`src/rtl/sertx_pkg.sv`:
```
package sertx_pkg;

   // Kind of character waiting in the holding buffer
   typedef enum logic [1:0] {
      CH_DATA = 2'd0,
      CH_BRK  = 2'd1,
      CH_IDLE = 2'd2
   } ch_kind_t;

endpackage

```
`src/rtl/sertx_holdbuf.sv`:
```
module sertx_holdbuf
   import sertx_pkg::*;
#(
   parameter int DATA_MAX = 10,
   parameter int CNT_W    = 4
) (
   input  logic                clk,
   input  logic                rst_n,
   input  logic                wr_valid,
   input  logic [DATA_MAX:0]   wr_data,
   input  logic [CNT_W-1:0]    dbits,
   input  logic                take,
   output logic                full,
   output ch_kind_t            kind,
   output logic [DATA_MAX-1:0] data
);

   logic [DATA_MAX-1:0] mask;
   logic [DATA_MAX-1:0] payload;
   ch_kind_t            wr_kind;

   assign payload = wr_data[DATA_MAX-1:0];

   // Active payload bits for the configured data length
   for (genvar g = 0; g < DATA_MAX; g++) begin : g_mask
      assign mask[g] = (CNT_W'(g) < dbits);
   end

   // Classify a write; a marker only matters with a uniform payload
   always_comb begin
      wr_kind = CH_DATA;
      if (wr_data[DATA_MAX]) begin
         if ((payload & mask) == '0)
            wr_kind = CH_BRK;
         else if ((payload | ~mask) == '1)
            wr_kind = CH_IDLE;
      end
   end

   always_ff @(posedge clk) begin
      if (!rst_n) begin
         full <= 1'b0;
         kind <= CH_DATA;
         data <= '0;
      end else if (wr_valid && (!full || take)) begin
         full <= 1'b1;
         kind <= wr_kind;
         data <= payload;
      end else if (take) begin
         full <= 1'b0;
      end
   end

   AST_WR_FILLS: assert property (@(posedge clk) disable iff (!rst_n)
      (wr_valid && !full) |=> full);
   AST_FULL_KEEPS: assert property (@(posedge clk) disable iff (!rst_n)
      (full && !take) |=> (full && $stable(data)));

endmodule

```
`src/rtl/sertx_ctlq.sv`:
```
module sertx_ctlq (
   input  logic clk,
   input  logic rst_n,
   input  logic tx_en,
   input  logic brk_req,
   input  logic take_brk,
   input  logic take_idle,
   output logic brk_pend,
   output logic idle_pend
);

   logic brk_q;
   logic en_q;

   always_ff @(posedge clk) begin
      if (!rst_n) begin
         brk_q     <= 1'b0;
         en_q      <= 1'b0;
         brk_pend  <= 1'b0;
         idle_pend <= 1'b0;
      end else begin
         brk_q <= brk_req;
         en_q  <= tx_en;
         // A break still requested at load time re-queues itself
         if (take_brk)
            brk_pend <= brk_req;
         else if (brk_req && !brk_q)
            brk_pend <= 1'b1;
         if (take_idle)
            idle_pend <= 1'b0;
         else if (tx_en && !en_q)
            idle_pend <= 1'b1;
      end
   end

   AST_BRK_REQUEUE: assert property (@(posedge clk) disable iff (!rst_n)
      (take_brk && brk_req) |=> brk_pend);
   AST_IDLE_QUEUED: assert property (@(posedge clk) disable iff (!rst_n)
      ($rose(tx_en) && !take_idle) |=> idle_pend);

endmodule

```
`src/rtl/sertx_shifter.sv`:
```
module sertx_shifter #(
   parameter int SHIFT_W = 13,
   parameter int CNT_W   = 4
) (
   input  logic               clk,
   input  logic               rst_n,
   input  logic               tick,
   input  logic               load,
   input  logic [SHIFT_W-1:0] load_bits,
   input  logic [CNT_W-1:0]   load_len,
   output logic               free,
   output logic               busy,
   output logic               done,
   output logic               tx_out
);

   logic [SHIFT_W-1:0] shreg;
   logic [CNT_W-1:0]   cnt;

   // The shifter may take a new character on the tick that ends the last bit
   assign free   = tick && (!busy || cnt == CNT_W'(1));
   assign tx_out = busy ? shreg[0] : 1'b1;

   always_ff @(posedge clk) begin
      if (!rst_n) begin
         shreg <= '1;
         cnt   <= '0;
         busy  <= 1'b0;
         done  <= 1'b1;
      end else if (tick) begin
         if (load) begin
            shreg <= load_bits;
            cnt   <= load_len;
            busy  <= 1'b1;
            done  <= 1'b0;
         end else if (busy) begin
            if (cnt == CNT_W'(1)) begin
               busy <= 1'b0;
               done <= 1'b1;
               cnt  <= '0;
            end else begin
               cnt   <= cnt - CNT_W'(1);
               shreg <= {1'b1, shreg[SHIFT_W-1:1]};
            end
         end
      end
   end

   AST_DONE_MARK: assert property (@(posedge clk) disable iff (!rst_n)
      done |-> tx_out);
   AST_DONE_EXCL: assert property (@(posedge clk) disable iff (!rst_n)
      busy |-> !done);
   AST_LOAD_FREE: assert property (@(posedge clk) disable iff (!rst_n)
      load |-> free);
   AST_CNT_RANGE: assert property (@(posedge clk) disable iff (!rst_n)
      busy |-> (cnt != '0 && cnt <= CNT_W'(SHIFT_W)));

endmodule

```
`src/rtl/sertx_core.sv`:
```
module sertx_core
   import sertx_pkg::*;
#(
   parameter int DATA_MIN = 8,
   parameter int DATA_MAX = 10,
   parameter int LONG_BRK = 13
) (
   input  logic              clk,
   input  logic              rst_n,
   input  logic              baud_tick,
   input  logic              tx_en,
   input  logic              brk_req,
   input  logic              brk_long,
   input  logic [1:0]        len_sel,
   input  logic              two_stop,
   input  logic              wr_valid,
   input  logic [DATA_MAX:0] wr_data,
   output logic              tx_out,
   output logic              buf_empty,
   output logic              tx_done
);

   localparam int FRAME_W = DATA_MAX + 3;
   localparam int SHIFT_W = (FRAME_W > LONG_BRK) ? FRAME_W : LONG_BRK;
   localparam int CNT_W   = $clog2(SHIFT_W + 1);

   if (DATA_MIN < 1 || DATA_MAX < DATA_MIN) begin : g_bad_len
      $error("sertx_core: data length range is invalid");
   end
   if (LONG_BRK < 2) begin : g_bad_brk
      $error("sertx_core: long break must span at least two bits");
   end

   logic [CNT_W-1:0]    dbits, flen, load_len;
   logic [SHIFT_W-1:0]  data_frame, load_bits;
   logic                buf_full, free, go, busy, load, is_brk, cur_brk;
   logic                brk_pend, idle_pend, take_brk, take_idle, take_buf;
   ch_kind_t            buf_kind;
   logic [DATA_MAX-1:0] buf_data;

   // Configured data length and frame length
   always_comb begin
      int d;
      d = DATA_MIN + int'(len_sel);
      if (d > DATA_MAX) d = DATA_MAX;
      dbits = CNT_W'(d);
      flen  = CNT_W'(d + (two_stop ? 3 : 2));
   end

   // Frame image: start bit, payload LSB first, ones above
   assign data_frame[0] = 1'b0;
   for (genvar g = 1; g < SHIFT_W; g++) begin : g_frame
      if (g <= DATA_MAX) begin : g_pay
         assign data_frame[g] = (CNT_W'(g - 1) < dbits) ? buf_data[g-1] : 1'b1;
      end else begin : g_stop
         assign data_frame[g] = 1'b1;
      end
   end

   // Source selection when the shifter frees: break, idle, buffer
   assign go        = free && tx_en;
   assign take_brk  = go && brk_pend;
   assign take_idle = go && !brk_pend && idle_pend;
   assign take_buf  = go && !brk_pend && !idle_pend && buf_full;
   assign load      = take_brk || take_idle || take_buf;
   assign buf_empty = !buf_full;

   always_comb begin
      load_bits = data_frame;
      is_brk    = 1'b0;
      if (take_brk) begin
         load_bits = '0;
         is_brk    = 1'b1;
      end else if (take_idle) begin
         load_bits = '1;
      end else if (buf_kind == CH_BRK) begin
         load_bits = '0;
         is_brk    = 1'b1;
      end else if (buf_kind == CH_IDLE) begin
         load_bits = '1;
      end
      load_len = (is_brk && brk_long) ? CNT_W'(LONG_BRK) : flen;
   end

   always_ff @(posedge clk) begin
      if (!rst_n)    cur_brk <= 1'b0;
      else if (load) cur_brk <= is_brk;
   end

   sertx_holdbuf #(.DATA_MAX(DATA_MAX), .CNT_W(CNT_W)) u_buf (
      .clk(clk), .rst_n(rst_n), .wr_valid(wr_valid), .wr_data(wr_data),
      .dbits(dbits), .take(take_buf), .full(buf_full), .kind(buf_kind),
      .data(buf_data));

   sertx_ctlq u_ctl (
      .clk(clk), .rst_n(rst_n), .tx_en(tx_en), .brk_req(brk_req),
      .take_brk(take_brk), .take_idle(take_idle), .brk_pend(brk_pend),
      .idle_pend(idle_pend));

   sertx_shifter #(.SHIFT_W(SHIFT_W), .CNT_W(CNT_W)) u_shf (
      .clk(clk), .rst_n(rst_n), .tick(baud_tick), .load(load),
      .load_bits(load_bits), .load_len(load_len), .free(free), .busy(busy),
      .done(tx_done), .tx_out(tx_out));

   AST_BRK_SPACE: assert property (@(posedge clk) disable iff (!rst_n)
      (busy && cur_brk) |-> !tx_out);
   AST_NO_START_OFF: assert property (@(posedge clk) disable iff (!rst_n)
      load |-> tx_en);

endmodule

```
`config.mk`:
```
export PLATFORM = sky130hd
export DESIGN_NAME = sertx_core
export DESIGN_NICKNAME = d
export VERILOG_FILES = /design/src/rtl/sertx_pkg.sv /design/src/rtl/sertx_holdbuf.sv /design/src/rtl/sertx_ctlq.sv /design/src/rtl/sertx_shifter.sv /design/src/rtl/sertx_core.sv
export SDC_FILE = /design/constraint.sdc
export NUM_CORES = 1
export LEC_CHECK = 0
export ABC_CLOCK_PERIOD_IN_PS = 4310
export BUFFER_PORTS_ARGS = -buffer_cell sky130_fd_sc_hd__buf_4
export CORE_MARGIN = 1.5
export CORE_UTILIZATION = 55
export CTS_BUF_LIST = sky130_fd_sc_hd__clkbuf_2
export DETAILED_ROUTE_END_ITERATION = 12
export PLACE_DENSITY = 0.8
export SLEW_MARGIN = 20
export SYNTH_ARGS = -nofsm -noshare
export SYNTH_HDL_FRONTEND = slang
export SYNTH_SLANG_ARGS = --single-unit
export TNS_END_PERCENT = 5
```
`constraint.sdc`:
```
create_clock -name clk -period 4.31 [get_ports clk]
set_input_delay 0.2155 -clock clk [delete_from_list [all_inputs] [get_ports clk]]
set_output_delay 0.2155 -clock clk [all_outputs]
set_load 0.02 [all_outputs]
```
==> results.toml <==
[floorplan]
ioPinCount = 24
fp.dieW_um = 61.5
y_dimension_of_the_die_um = 61.5
dieArea_sq_mm = 0.00378
start_util_pct = 56.8
fp.coreArea_sq_mm = 0.00331
row_count = 21

[layout]
mostFrequentLayoutCells = "36 x sky130_fd_sc_hd__dfxtp_1, 24 x sky130_fd_sc_hd__buf_4, 23 x sky130_fd_sc_hd__a21oi_1"
final_cells = 294
nets = 272
layout.cells.most_common = "sky130_fd_sc_hd__dfxtp_1"
area_of_all_sequential_standard_cells_sq_um = 721
final_core_utilization_pct = 64.0
drive_gt1_share_pct = 18.1
final_area_sq_mm = 0.00212
multi_input_area_sq_mm = 0.00105
n_antenna_cell = 0
area.growth.synth_to_final_pct = 12.6
n_fill_cell = 300

[min_path]
cells_on_worst_hold_path = 3
hold_path_class = "input pin to flop"

[yosys]
post_synthesis_sequential_area_ratio_pct = 38.3
synth.lib_cells_used.distinct = 50
synthesis.instances = 231
synth.yosys.warnings = 0
synth_seq_cells = 36
ys.flop_type = "sky130_fd_sc_hd__dfxtp_1"
syn-mean-instance-area_sq_um = 8.15
synth_fp_nets = 256
postSynth.asyncResetShare_pct = 0
cell_area_after_synthesis_sq_mm = 0.00188
synth_edf_count = 0

[sta]
rsz0062_at_grt = "no"
final_min_period_over_clock_period_pct = 54.1
worst_clock_skew_ps = 6.12
final_max_slew_viol_count = 0
slew_limit_headroom_pct = 34.7
fin_crit_ps = 2330
timing_hold_violations_final = 0
report.final.setup_viol = 0
max_clock_freq_ghz = 0.429
setup_total_negative_slack_ps = 0
timing_worst_slew_pin_value_ps = 970

[critical_path]
worst-endpoint-arrival_ps = 2660
timing.critical_path.fanout_max = 11
timing.critical_path.slowest_stage_cell = "sky130_fd_sc_hd__a21oi_1"
r2r_cells = 5
critPathLaunchType = "flop"
cp_top_family = "compound AO/OA/AOI/OAI gates"
worstPathRequired_ps = 4630
critPathBufInv = 0
worstPathCellList = "ha_1, or3b_1, a21oi_1, mux2i_1, o2111a_1"
path_class = "flop to flop"
critical_path_cell_count = 5
crit_path_end_kind = "flop"
critPathMaxStageDelay_ps = 700

[placed_design]
port_buffer_count = 23
gp_congestion = 0.808
dp_hpwl_um = 2970
place.detailed.instances = 286
post_dp_cell_area_sq_mm = 0.00205

[clock_tree]
tritoncts_clock_tree = "yes"
cts_hold_repair.buffers = 0
cts_htree_levels = 2
clkTransAtPathRegs_ps = 190
clkSinkCount = 36
postCtsSetupRepairBufs = 0
post_cts_resize_count = 0
ctsRootBufferMaster = "sky130_fd_sc_hd__clkbuf_2"
worstSkewPairLatency_ps = 400
cts_buffer_depth = 2
cts_inserted_buffers = 5

[global_route]
grt_start_max_net_pins = 25
globalRouteOverflowTotal = 0
global_route.peak_usage_layer = "met1"
grt.met2_usage_pct = 35.0
groute.layer.met1.usage_pct = 36.7
antenna_found_initial = 0
first_pass_grt_wire_length_um = 7060
grt.met3_usage_pct = 6.30
grt.total_usage_pct = 25.0
grt_pass1_vias = 1540

[run]
max_cap_viol_count = 0

[routing]
vias_per_cell = 6.05
dr.pass1.iters = 4
route.detailed.wl_per_inst_um = 14.6
drt_wl_total_um = 4290
num_vias = 1778
antenna_left = 0
first_iter_violations = 99
route.detailed.drc = 0

[pwr]
worst_ir_drop_vdd_v = 0.000220
power-per-cell-area_mw_per_mm2 = 342
total_leakage_power_nw = 0.842

[status]
run_status = "completed"
==> metrics by stage <==
stage	power (mW)	setup WS (ps)	hold slack, ps
floorplan	0.468	2420	333
global route	0.760	1830	11.9
global placement	0.508	2080	444
CTS	0.724	2020	20.9
detailed placement	0.509	2050	450
finish	0.725	1980	38.8
==> cell usage after synthesis (4+ instances only) <==
cell type | count | area (sq um)
sky130_fd_sc_hd__a21oi_1 | 23 | 115
sky130_fd_sc_hd__nand2_1 | 20 | 75.1
sky130_fd_sc_hd__nand3_1 | 19 | 95.1
sky130_fd_sc_hd__o21ai_0 | 13 | 65.1
sky130_fd_sc_hd__a31oi_1 | 9 | 56.3
sky130_fd_sc_hd__a21bo_2 | 10 | 100
sky130_fd_sc_hd__buf_2 | 4 | 20.0
sky130_fd_sc_hd__nor2_1 | 15 | 56.3
sky130_fd_sc_hd__dfxtp_1 | 36 | 721
sky130_fd_sc_hd__inv_1 | 11 | 41.3
sky130_fd_sc_hd__ha_1 | 4 | 50.1
sky130_fd_sc_hd__clkbuf_1 | 8 | 30.0
==> worst paths after layout <==
| kind | from | end | slack, ps |
|---|---|---|---|
| min reg2reg | u_buf.data[5] | u_buf.data[5] | 480 |
| min | wr_valid | u_buf.full | 40 |
| max reg2reg | u_shf.cnt[0] | u_shf.cnt[1] | 1980 |
| max | u_shf.cnt[0] | u_shf.cnt[1] | 1980 |
==> cell families after synthesis <==
kind of cell	share of synthesized area (%)
flip-flops	38.3
multiplexers	1.06
adder cells (fa/ha/maj)	2.66
AND/OR/NAND/NOR	21.7
AO/OA/AOI/OAI	30.4
buffers and inverters	5.85
==> tightest hold or removal path, delay by kind of cell <==
family / cells / cell delay [ps]
simple gates: 1 / 70
buf+inv: 1 / 90
compound gates: 1 / 30
==> registers in the layout, indices dropped and copies added, names as in the netlist <==
| register | flops |
|---|---|
| u_ctl.brk_q | 1 |
| u_buf.kind | 2 |
| u_shf.done | 1 |
| u_ctl.en_q | 1 |
| u_ctl.brk_pend | 1 |
| u_shf.shreg | 13 |
| u_buf.data | 10 |
| u_ctl.idle_pend | 1 |
| u_shf.cnt | 4 |
| u_buf.full | 1 |
| u_shf.busy | 1 |
==> area by class of cell <==
cell class	count	share of cell area, %
sequential	36	34.0
multi-input combinational	169	49.6
clock buffer	5	1.18
tap	46	2.72
clock inverter	3	2.01
timing repair buffer	24	8.51
inverter	11	1.95
==> power by group <==
group / leakage, nW / switching (mW) / internal, mW
Sequential: 0.295 / 0.0205 / 0.354
Combinational: 0.507 / 0.0743 / 0.0570
Clock: 0.0390 / 0.122 / 0.0968
Total: 0.842 / 0.217 / 0.508
==> layer usage <==
| layer | wire [um] | share of wire [%] | vias up |
|---|---|---|---|
| li1 | - | - | 889 |
| met1 | 2070 | 48 | 826 |
| met2 | 1920 | 45 | 56 |
| met3 | 253 | 5.9 | 7 |
| met4 | 58 | 1.4 | 0 |
| met5 | 0 | 0 | - |
No activity file was read; power rests on OpenSTA's default activity.
